===== src/rtl/route_cache_pkg.sv =====
package route_cache_pkg;

  typedef enum logic {
    RC_IDLE = 1'b0,
    RC_WAIT = 1'b1
  } rc_state_e;

endpackage


===== src/rtl/rc_entry.sv =====
module rc_entry #(
  parameter int ADDR_W = 32,
  parameter int HOP_W  = 8,
  parameter int IDLE_W = 8
) (
  input  logic              clk,
  input  logic              rst_n,
  input  logic              flush_i,
  input  logic              tick_i,
  input  logic              touch_i,
  input  logic              load_i,
  input  logic [IDLE_W-1:0] idle_limit_i,
  input  logic [ADDR_W-1:0] lk_addr_i,
  input  logic [ADDR_W-1:0] ld_addr_i,
  input  logic [HOP_W-1:0]  ld_hop_i,
  output logic              valid_o,
  output logic              match_o,
  output logic [HOP_W-1:0]  hop_o
);

  logic              valid_q, valid_d;
  logic [ADDR_W-1:0] tag_q;
  logic [HOP_W-1:0]  hop_q;
  logic [IDLE_W-1:0] idle_q, idle_d;
  logic              idle_en;
  logic              expire;

  assign expire = tick_i && valid_q && (idle_q >= idle_limit_i);

  always_comb begin
    valid_d = valid_q;
    if (flush_i) begin
      valid_d = 1'b0;
    end else if (load_i || touch_i) begin
      valid_d = 1'b1;
    end else if (expire) begin
      valid_d = 1'b0;
    end
  end

  always_comb begin
    idle_en = load_i || touch_i || (tick_i && valid_q && !expire);
    idle_d  = (load_i || touch_i) ? '0 : idle_q + 1'b1;
  end

  always_ff @(posedge clk or negedge rst_n) begin
    if (!rst_n) begin
      valid_q <= 1'b0;
      idle_q  <= '0;
      tag_q   <= '0;
      hop_q   <= '0;
    end else begin
      valid_q <= valid_d;
      if (idle_en) begin
        idle_q <= idle_d;
      end
      if (load_i) begin
        tag_q <= ld_addr_i;
        hop_q <= ld_hop_i;
      end
    end
  end

  assign valid_o = valid_q;
  assign match_o = valid_q && (tag_q == lk_addr_i);
  assign hop_o   = hop_q;

  AST_FLUSH_CLEARS: assert property (@(posedge clk) disable iff (!rst_n)
    flush_i |=> !valid_o);
  AST_LOAD_FRESH: assert property (@(posedge clk) disable iff (!rst_n)
    load_i && !flush_i |=> valid_o && (idle_q == '0));
  AST_TOUCH_KEEPS: assert property (@(posedge clk) disable iff (!rst_n)
    touch_i && !flush_i |=> valid_o && (idle_q == '0));
  AST_IDLE_HOLD: assert property (@(posedge clk) disable iff (!rst_n)
    !tick_i && !touch_i && !load_i && !flush_i |=> $stable(idle_q) && $stable(valid_o));

endmodule


===== src/rtl/rc_lru.sv =====
module rc_lru #(
  parameter int ENTRIES = 4,
  localparam int IDX_W  = $clog2(ENTRIES)
) (
  input  logic             clk,
  input  logic             rst_n,
  input  logic             touch_i,
  input  logic [IDX_W-1:0] touch_idx_i,
  output logic [IDX_W-1:0] lru_idx_o
);

  // rank 0 = most recent, ENTRIES-1 = least recent
  logic [ENTRIES-1:0][IDX_W-1:0] rank_q, rank_d;
  logic [ENTRIES-1:0]            oldest;
  logic [IDX_W-1:0]              touched_rank;

  assign touched_rank = rank_q[touch_idx_i];

  always_comb begin
    rank_d = rank_q;
    if (touch_i) begin
      for (int i = 0; i < ENTRIES; i++) begin
        if (touch_idx_i == IDX_W'(i)) begin
          rank_d[i] = '0;
        end else if (rank_q[i] < touched_rank) begin
          rank_d[i] = rank_q[i] + 1'b1;
        end
      end
    end
  end

  always_ff @(posedge clk or negedge rst_n) begin
    if (!rst_n) begin
      for (int i = 0; i < ENTRIES; i++) begin
        rank_q[i] <= IDX_W'(i);
      end
    end else if (touch_i) begin
      rank_q <= rank_d;
    end
  end

  generate
    for (genvar g = 0; g < ENTRIES; g++) begin : g_old
      assign oldest[g] = (rank_q[g] == IDX_W'(ENTRIES - 1));
    end
  endgenerate

  always_comb begin
    lru_idx_o = '0;
    for (int i = 0; i < ENTRIES; i++) begin
      if (oldest[i]) begin
        lru_idx_o = IDX_W'(i);
      end
    end
  end

  AST_LRU_SINGLE: assert property (@(posedge clk) disable iff (!rst_n)
    $onehot(oldest));
  AST_TOUCH_LEAVES_OLDEST: assert property (@(posedge clk) disable iff (!rst_n)
    touch_i |=> (lru_idx_o != $past(touch_idx_i)));

endmodule


===== src/rtl/rc_ctrl.sv =====
module rc_ctrl
  import route_cache_pkg::*;
#(
  parameter int ADDR_W = 32,
  parameter int HOP_W  = 8
) (
  input  logic              clk,
  input  logic              rst_n,
  input  logic              req_valid_i,
  input  logic [ADDR_W-1:0] req_addr_i,
  input  logic              hit_i,
  input  logic [HOP_W-1:0]  hit_hop_i,
  input  logic              slow_rsp_valid_i,
  input  logic [HOP_W-1:0]  slow_rsp_hop_i,
  output logic              req_ready_o,
  output logic              accept_o,
  output logic              reply_take_o,
  output logic              slow_req_valid_o,
  output logic [ADDR_W-1:0] slow_req_addr_o,
  output logic              rsp_valid_o,
  output logic              rsp_hit_o,
  output logic [HOP_W-1:0]  rsp_hop_o
);

  rc_state_e         state_q, state_d;
  logic [ADDR_W-1:0] pend_q;
  logic              pend_en;
  logic              rsp_valid_q, rsp_valid_d;
  logic              rsp_hit_q, rsp_hit_d;
  logic [HOP_W-1:0]  rsp_hop_q, rsp_hop_d;

  assign req_ready_o      = (state_q == RC_IDLE);
  assign accept_o         = req_valid_i && req_ready_o;
  assign reply_take_o     = (state_q == RC_WAIT) && slow_rsp_valid_i;
  assign slow_req_valid_o = (state_q == RC_WAIT);
  assign slow_req_addr_o  = pend_q;

  always_comb begin
    state_d = state_q;
    case (state_q)
      RC_IDLE: if (accept_o && !hit_i) state_d = RC_WAIT;
      RC_WAIT: if (slow_rsp_valid_i)   state_d = RC_IDLE;
      default: state_d = RC_IDLE;
    endcase
  end

  always_comb begin
    pend_en     = accept_o && !hit_i;
    rsp_hit_d   = accept_o && hit_i;
    rsp_valid_d = rsp_hit_d || reply_take_o;
    rsp_hop_d   = rsp_hit_d ? hit_hop_i : slow_rsp_hop_i;
  end

  always_ff @(posedge clk or negedge rst_n) begin
    if (!rst_n) begin
      state_q     <= RC_IDLE;
      pend_q      <= '0;
      rsp_valid_q <= 1'b0;
      rsp_hit_q   <= 1'b0;
      rsp_hop_q   <= '0;
    end else begin
      state_q     <= state_d;
      rsp_valid_q <= rsp_valid_d;
      rsp_hit_q   <= rsp_hit_d;
      if (pend_en) begin
        pend_q <= req_addr_i;
      end
      if (rsp_valid_d) begin
        rsp_hop_q <= rsp_hop_d;
      end
    end
  end

  assign rsp_valid_o = rsp_valid_q;
  assign rsp_hit_o   = rsp_hit_q;
  assign rsp_hop_o   = rsp_hop_q;

  AST_HIT_ONE_CYCLE: assert property (@(posedge clk) disable iff (!rst_n)
    accept_o && hit_i |=> rsp_valid_o && rsp_hit_o && (rsp_hop_o == $past(hit_hop_i)) && req_ready_o);
  AST_MISS_FORWARD: assert property (@(posedge clk) disable iff (!rst_n)
    accept_o && !hit_i |=> slow_req_valid_o && !req_ready_o && !rsp_valid_o
                           && (slow_req_addr_o == $past(req_addr_i)));
  AST_REPLY_RETURN: assert property (@(posedge clk) disable iff (!rst_n)
    reply_take_o |=> rsp_valid_o && !rsp_hit_o && req_ready_o && !slow_req_valid_o
                     && (rsp_hop_o == $past(slow_rsp_hop_i)));
  AST_STALL_HOLD: assert property (@(posedge clk) disable iff (!rst_n)
    slow_req_valid_o && !slow_rsp_valid_i |=> slow_req_valid_o && !req_ready_o
                                              && $stable(slow_req_addr_o));
  AST_STRAY_REPLY: assert property (@(posedge clk) disable iff (!rst_n)
    !slow_req_valid_o && !accept_o |=> !rsp_valid_o);

endmodule


===== src/rtl/route_cache.sv =====
module route_cache #(
  parameter int ADDR_W  = 32,
  parameter int HOP_W   = 8,
  parameter int ENTRIES = 4,
  parameter int IDLE_W  = 8
) (
  input  logic              clk,
  input  logic              rst_n,
  input  logic              req_valid,
  output logic              req_ready,
  input  logic [ADDR_W-1:0] req_addr,
  output logic              rsp_valid,
  output logic              rsp_hit,
  output logic [HOP_W-1:0]  rsp_hop,
  output logic              slow_req_valid,
  output logic [ADDR_W-1:0] slow_req_addr,
  input  logic              slow_rsp_valid,
  input  logic [HOP_W-1:0]  slow_rsp_hop,
  input  logic              age_tick,
  input  logic [IDLE_W-1:0] idle_limit,
  input  logic              flush
);

  localparam int IDX_W = $clog2(ENTRIES);

  logic [ENTRIES-1:0] valid_vec;
  logic [ENTRIES-1:0] match_vec;
  logic [ENTRIES-1:0] load_vec;
  logic [ENTRIES-1:0] touch_vec;
  logic [HOP_W-1:0]   hop_arr [ENTRIES];

  logic               hit_any;
  logic [IDX_W-1:0]   hit_idx;
  logic [HOP_W-1:0]   hit_hop;
  logic               free_any;
  logic [IDX_W-1:0]   free_idx;
  logic [IDX_W-1:0]   lru_idx;
  logic [IDX_W-1:0]   victim_idx;
  logic               accept;
  logic               reply_take;
  logic               lru_touch;
  logic [IDX_W-1:0]   lru_touch_idx;

  assign hit_any = |match_vec;

  always_comb begin
    hit_idx = '0;
    hit_hop = '0;
    for (int i = 0; i < ENTRIES; i++) begin
      if (match_vec[i]) begin
        hit_idx = IDX_W'(i);
        hit_hop = hop_arr[i];
      end
    end
  end

  always_comb begin
    free_idx = '0;
    for (int i = ENTRIES - 1; i >= 0; i--) begin
      if (!valid_vec[i]) begin
        free_idx = IDX_W'(i);
      end
    end
  end

  assign free_any      = !(&valid_vec);
  assign victim_idx    = free_any ? free_idx : lru_idx;
  assign lru_touch     = (accept && hit_any) || reply_take;
  assign lru_touch_idx = reply_take ? victim_idx : hit_idx;

  generate
    for (genvar g = 0; g < ENTRIES; g++) begin : g_ent
      assign load_vec[g]  = reply_take && (victim_idx == IDX_W'(g));
      assign touch_vec[g] = accept && match_vec[g];

      rc_entry #(
        .ADDR_W (ADDR_W),
        .HOP_W  (HOP_W),
        .IDLE_W (IDLE_W)
      ) u_entry (
        .clk          (clk),
        .rst_n        (rst_n),
        .flush_i      (flush),
        .tick_i       (age_tick),
        .touch_i      (touch_vec[g]),
        .load_i       (load_vec[g]),
        .idle_limit_i (idle_limit),
        .lk_addr_i    (req_addr),
        .ld_addr_i    (slow_req_addr),
        .ld_hop_i     (slow_rsp_hop),
        .valid_o      (valid_vec[g]),
        .match_o      (match_vec[g]),
        .hop_o        (hop_arr[g])
      );
    end
  endgenerate

  rc_lru #(
    .ENTRIES (ENTRIES)
  ) u_lru (
    .clk         (clk),
    .rst_n       (rst_n),
    .touch_i     (lru_touch),
    .touch_idx_i (lru_touch_idx),
    .lru_idx_o   (lru_idx)
  );

  rc_ctrl #(
    .ADDR_W (ADDR_W),
    .HOP_W  (HOP_W)
  ) u_ctrl (
    .clk              (clk),
    .rst_n            (rst_n),
    .req_valid_i      (req_valid),
    .req_addr_i       (req_addr),
    .hit_i            (hit_any),
    .hit_hop_i        (hit_hop),
    .slow_rsp_valid_i (slow_rsp_valid),
    .slow_rsp_hop_i   (slow_rsp_hop),
    .req_ready_o      (req_ready),
    .accept_o         (accept),
    .reply_take_o     (reply_take),
    .slow_req_valid_o (slow_req_valid),
    .slow_req_addr_o  (slow_req_addr),
    .rsp_valid_o      (rsp_valid),
    .rsp_hit_o        (rsp_hit),
    .rsp_hop_o        (rsp_hop)
  );

  AST_UNIQUE_TAG: assert property (@(posedge clk) disable iff (!rst_n)
    $onehot0(match_vec));
  AST_SINGLE_FILL: assert property (@(posedge clk) disable iff (!rst_n)
    $onehot0(load_vec));
  AST_FILL_FREE_SLOT: assert property (@(posedge clk) disable iff (!rst_n)
    reply_take && free_any && !flush |=> valid_vec[$past(free_idx)]);

endmodule


===== config.mk =====
export PLATFORM = sky130hd
export DESIGN_NAME = route_cache
export DESIGN_NICKNAME = d
export VERILOG_FILES = /design/src/rtl/route_cache_pkg.sv /design/src/rtl/rc_entry.sv /design/src/rtl/rc_lru.sv /design/src/rtl/rc_ctrl.sv /design/src/rtl/route_cache.sv
export SDC_FILE = /design/constraint.sdc
export NUM_CORES = 1
export LEC_CHECK = 0
export BUFFER_PORTS_ARGS = -buffer_cell sky130_fd_sc_hd__clkbuf_2
export CAP_MARGIN = 20
export CORE_MARGIN = 4
export CORE_UTILIZATION = 57
export CTS_BUF_LIST = sky130_fd_sc_hd__clkbuf_4 sky130_fd_sc_hd__clkbuf_8
export DETAILED_ROUTE_END_ITERATION = 10
export GPL_TIMING_DRIVEN = 0
export PLACE_DENSITY = 0.9
export SETUP_SLACK_MARGIN = 0.5
export SYNTH_ARGS = -nofsm -noshare
export SYNTH_HDL_FRONTEND = slang
export SYNTH_SLANG_ARGS = --single-unit
export TNS_END_PERCENT = 50

===== constraint.sdc =====
create_clock -name clk -period 3.12 [get_ports clk]
set_clock_uncertainty 0.2 [all_clocks]
set_input_delay 0.312 -clock clk [delete_from_list [all_inputs] [get_ports clk]]
set_output_delay 0.312 -clock clk [all_outputs]
set_load 0.05 [all_outputs]

==> impl_metrics.csv <==
group,metric,value,unit
run_status,status,"finished with violations",
run_status,failed_checks,"setup timing",
worst_setup_path,r2r_cells,11,
timing,slew_violations,0,
floorplan,dieArea,0.02503,mm2
logic_synthesis,synth-seq-cells,247,
detailed_routing,wl,37930,um
worst_hold_path,whs_path_depth,2,
logic_synthesis,synth_cells,1058,
layout,nets,1343,
worst_setup_path,worstPathArrival,3.72,ns
grt,grtUsageTotal,28.30,%
clock_network,worstSkewPairLatency,0.58,ns
grt,grt_pass1_wl,54880,um
logic_synthesis,synth_cell_types,70,
detailed_routing,ant_nets,0,
pwr,vdd_drop_max,578.0,uV
worst_setup_path,required,3.36,ns
detailed_routing,drc,0,
logic_synthesis,ys.flop_type,"dfrtp_1",
clock_network,path_clk_slew,0.07,ns
grt,overflow,0,
layout,final.fill_count,1326,
floorplan,core,0.02203,mm2
clock_network,cts_sinks,247,
detailed_routing,drtIter0Drc,862,
logic_synthesis,synth.area.top_cells,"dfrtp_1 47%, mux2_2 17%, xor2_1 6.2%",
detailed_routing,firstDrtPassIters,5,
clock_network,root_buffer,"clkbuf_8",
logic_synthesis,synth_top_cell_by_area,"dfrtp_1",
timing,fin_ws,-0.3595,ns
timing,rsz0062_at_grt,"true",
floorplan,die_h,158.2,um
clock_network,ctsHtreeMaxLevel,2,
timing,hold_viol,0,
timing,fin_crit,3.479,ns
worst_setup_path,end_kind,"flop",
grt,grt_max_degree,119,
clock_network,cts_buffer_depth,3,
logic_synthesis,async_flop_share,100.0,%
logic_synthesis,seq_area_frac_synth,48.11,%
grt,grt_antenna_before_repair,1,
worst_setup_path,critPathLaunchType,"flop",
logic_synthesis,ys_warn_count,0,
worst_hold_path,hp-class,"in2reg",
placed_design,io_buffer_count,65,
logic_synthesis,synth_area,0.01286,mm2
grt,grt_pass1_vias,9870,
floorplan,die_w,158.2,um
floorplan,fp-row-count,54,
floorplan,pin_count,98,
placed_design,place_hpwl,22770,um
layout,drive_gt1_share,42.99,%
timing,report.final.setup_viol,46,
floorplan,start_util,58.38,%
clock_network,tritoncts,"done",
worst_hold_path,min-delay-start,"req_addr[27]",
timing,finalCritPeriodShare,111.5,%
logic_synthesis,synth_top_cells_by_count,"243 x dfrtp_1, 194 x mux2_2, 91 x xor2_1",
worst_setup_path,timing.rr.end,"u_lru.rank_q[3]",
timing,relSlewSlack,56.36,%
logic_synthesis,synth.most_common_cell,"dfrtp_1",
detailed_routing,wl_per_cell,24.36,um
timing,finalSetupTns,-3.683,ns
layout,diodes,0,
logic_synthesis,synth_edf_count,0,
placed_design,place_congestion,0.9140,
layout,seq_area,0.006186,mm2
logic_synthesis,synth_top_area_share,47.29,%
layout,multi_input_area,0.006805,mm2
detailed_routing,vias_per_cell,6.297,
layout,area_delta_synth_final,26.29,%
worst_setup_path,r2r_slack,-0.36,ns
pwr,power_density,811.2,mW/mm2
worst_setup_path,rr_startpoint,"g_ent[3].u_entry.tag_q[13]",
clock_network,numCtsBuffers,41,
worst_setup_path,path_class,"reg2reg",
timing,tightest_slew,0.6546,ns
worst_setup_path,path_max_fanout,6,
logic_synthesis,avgSynthCellArea,12.15,um2
pwr,leakage,7.287,nW
detailed_routing,vias,9805,
timing,fmax,287.4,MHz
run,drv_cap,0,
pwr,fin_total_pwr,13.17,mW
logic_synthesis,synth_fp_nets,1151,
worst_hold_path,min_to,"u_ctrl.slow_req_addr_o[27]",
## cell families after synthesis
family                     Yosys count  synth area share (%)
AOI/OAI and AO/OA                  142                 7.785
xor gates and xnor gates           135                 9.254
adders and majority gates           39                 3.795
buffers and inverters               98                 3.484
DFF                                247                 48.11
muxes                              228                 19.96
and+or+nand+nor                    169                 7.619
## registers in the layout, indices dropped and copies added, names as in the netlist
signal,flops
g_ent.u_entry.hop_o,32
g_ent.u_entry.idle_q,32
g_ent.u_entry.tag_q,128
g_ent.u_entry.valid_o,4
u_ctrl.rsp_hit_o,1
u_ctrl.rsp_hop_o,8
u_ctrl.rsp_valid_o,1
u_ctrl.slow_req_addr_o,32
u_ctrl.slow_req_valid_o,1
u_lru.rank_q,8
## cells in the final DEF, fill, tap and decap left out, types with 19 or more instances in the layout
cell type      count
mux2i_1           27
clkbuf_8          57
nand4_1           19
nand2_1           31
inv_1             25
o21ai_0           20
buf_6             28
dfrtp_1          243
buf_4             36
xnor2_1           39
mux2_2           189
dlygate4sd3_1     29
xor2_1            91
ha_1              35
clkbuf_2          68
## critical path, stage by stage (launching register included)
cell and delay [ns]:
dfrtp_1 0.40, xor2_1 0.18, nor4_1 0.45, nand3_1 0.22
or4_4 0.46, buf_6 0.15, a31o_1 0.23, buf_6 0.15
mux2i_4 0.19, mux2i_4 0.26, nand3_2 0.15, o311a_1 0.33
## per-layer routing
metal	vias to the layer above	wire length (um)	global-route usage, %
met4	2	2015	13.04
met3	152	2626	5.276
li1	4175	-	-
met1	4992	14690	36.15
met2	484	18580	46.98
met5	-	13	0
## timing repair
| action | CTS | global route |
|---|---|---|
| buffers inserted | 22 | 25 |
| hold buffers | 29 | 0 |
| endpoints found under the hold margin | 304 | 0 |
| gates cloned | 0 | 6 |
| resized for setup | 101 | 96 |
| setup endpoints to repair | 247 | 203 |
| pin swaps | 48 | 50 |
## worst max path at each step
stage                                            to  slack [ns]                        from
after global placement    u_ctrl.slow_req_addr_o[5]       -3.37                       rst_n
after global routing                u_lru.rank_q[3]       -0.43   g_ent[3].u_entry.tag_q[1]
after detailed placement            u_lru.rank_q[3]       -0.70                req_addr[16]
after floorplan                     u_lru.rank_q[6]        0.07                req_addr[15]
after CTS                           u_lru.rank_q[3]       -0.27   g_ent[3].u_entry.tag_q[1]
final                               u_lru.rank_q[3]       -0.36  g_ent[3].u_entry.tag_q[13]
## cell type report
type / instances / share of cell area, %
Buffer: 68 / 4.307
Multi-Input combinational cell: 713 / 41.91
Clock buffer: 66 / 5.093
Clock inverter: 4 / 0.1849
Sequential cell: 247 / 38.09
Tap cell: 280 / 2.157
Inverter: 30 / 0.6934
Timing Repair Buffer: 149 / 7.566
## where the power goes
part	internal [mW]	leakage (nW)	switching, mW
Clock	1.68	0.459	1.37
Combinational	2.20	3.80	2.38
Sequential	4.45	3.02	1.09
Total	8.33	7.29	4.85
## through the flow
step	hold WS [ns]	cells	worst slack, ns	area (um2)	utilization [%]
floorplan	-0.1836	1058	0.06836	13080	-
global placement	0.2829	1403	-3.369	13760	62.46
detailed placement	0.03616	1405	-0.7049	13820	62.75
CTS	0.009015	1526	-0.2717	15550	70.61
global route	0.04062	1557	-0.4334	16240	73.73
finish	0.02905	1557	-0.3595	16240	73.73
Power figures use the tool's default switching activity.
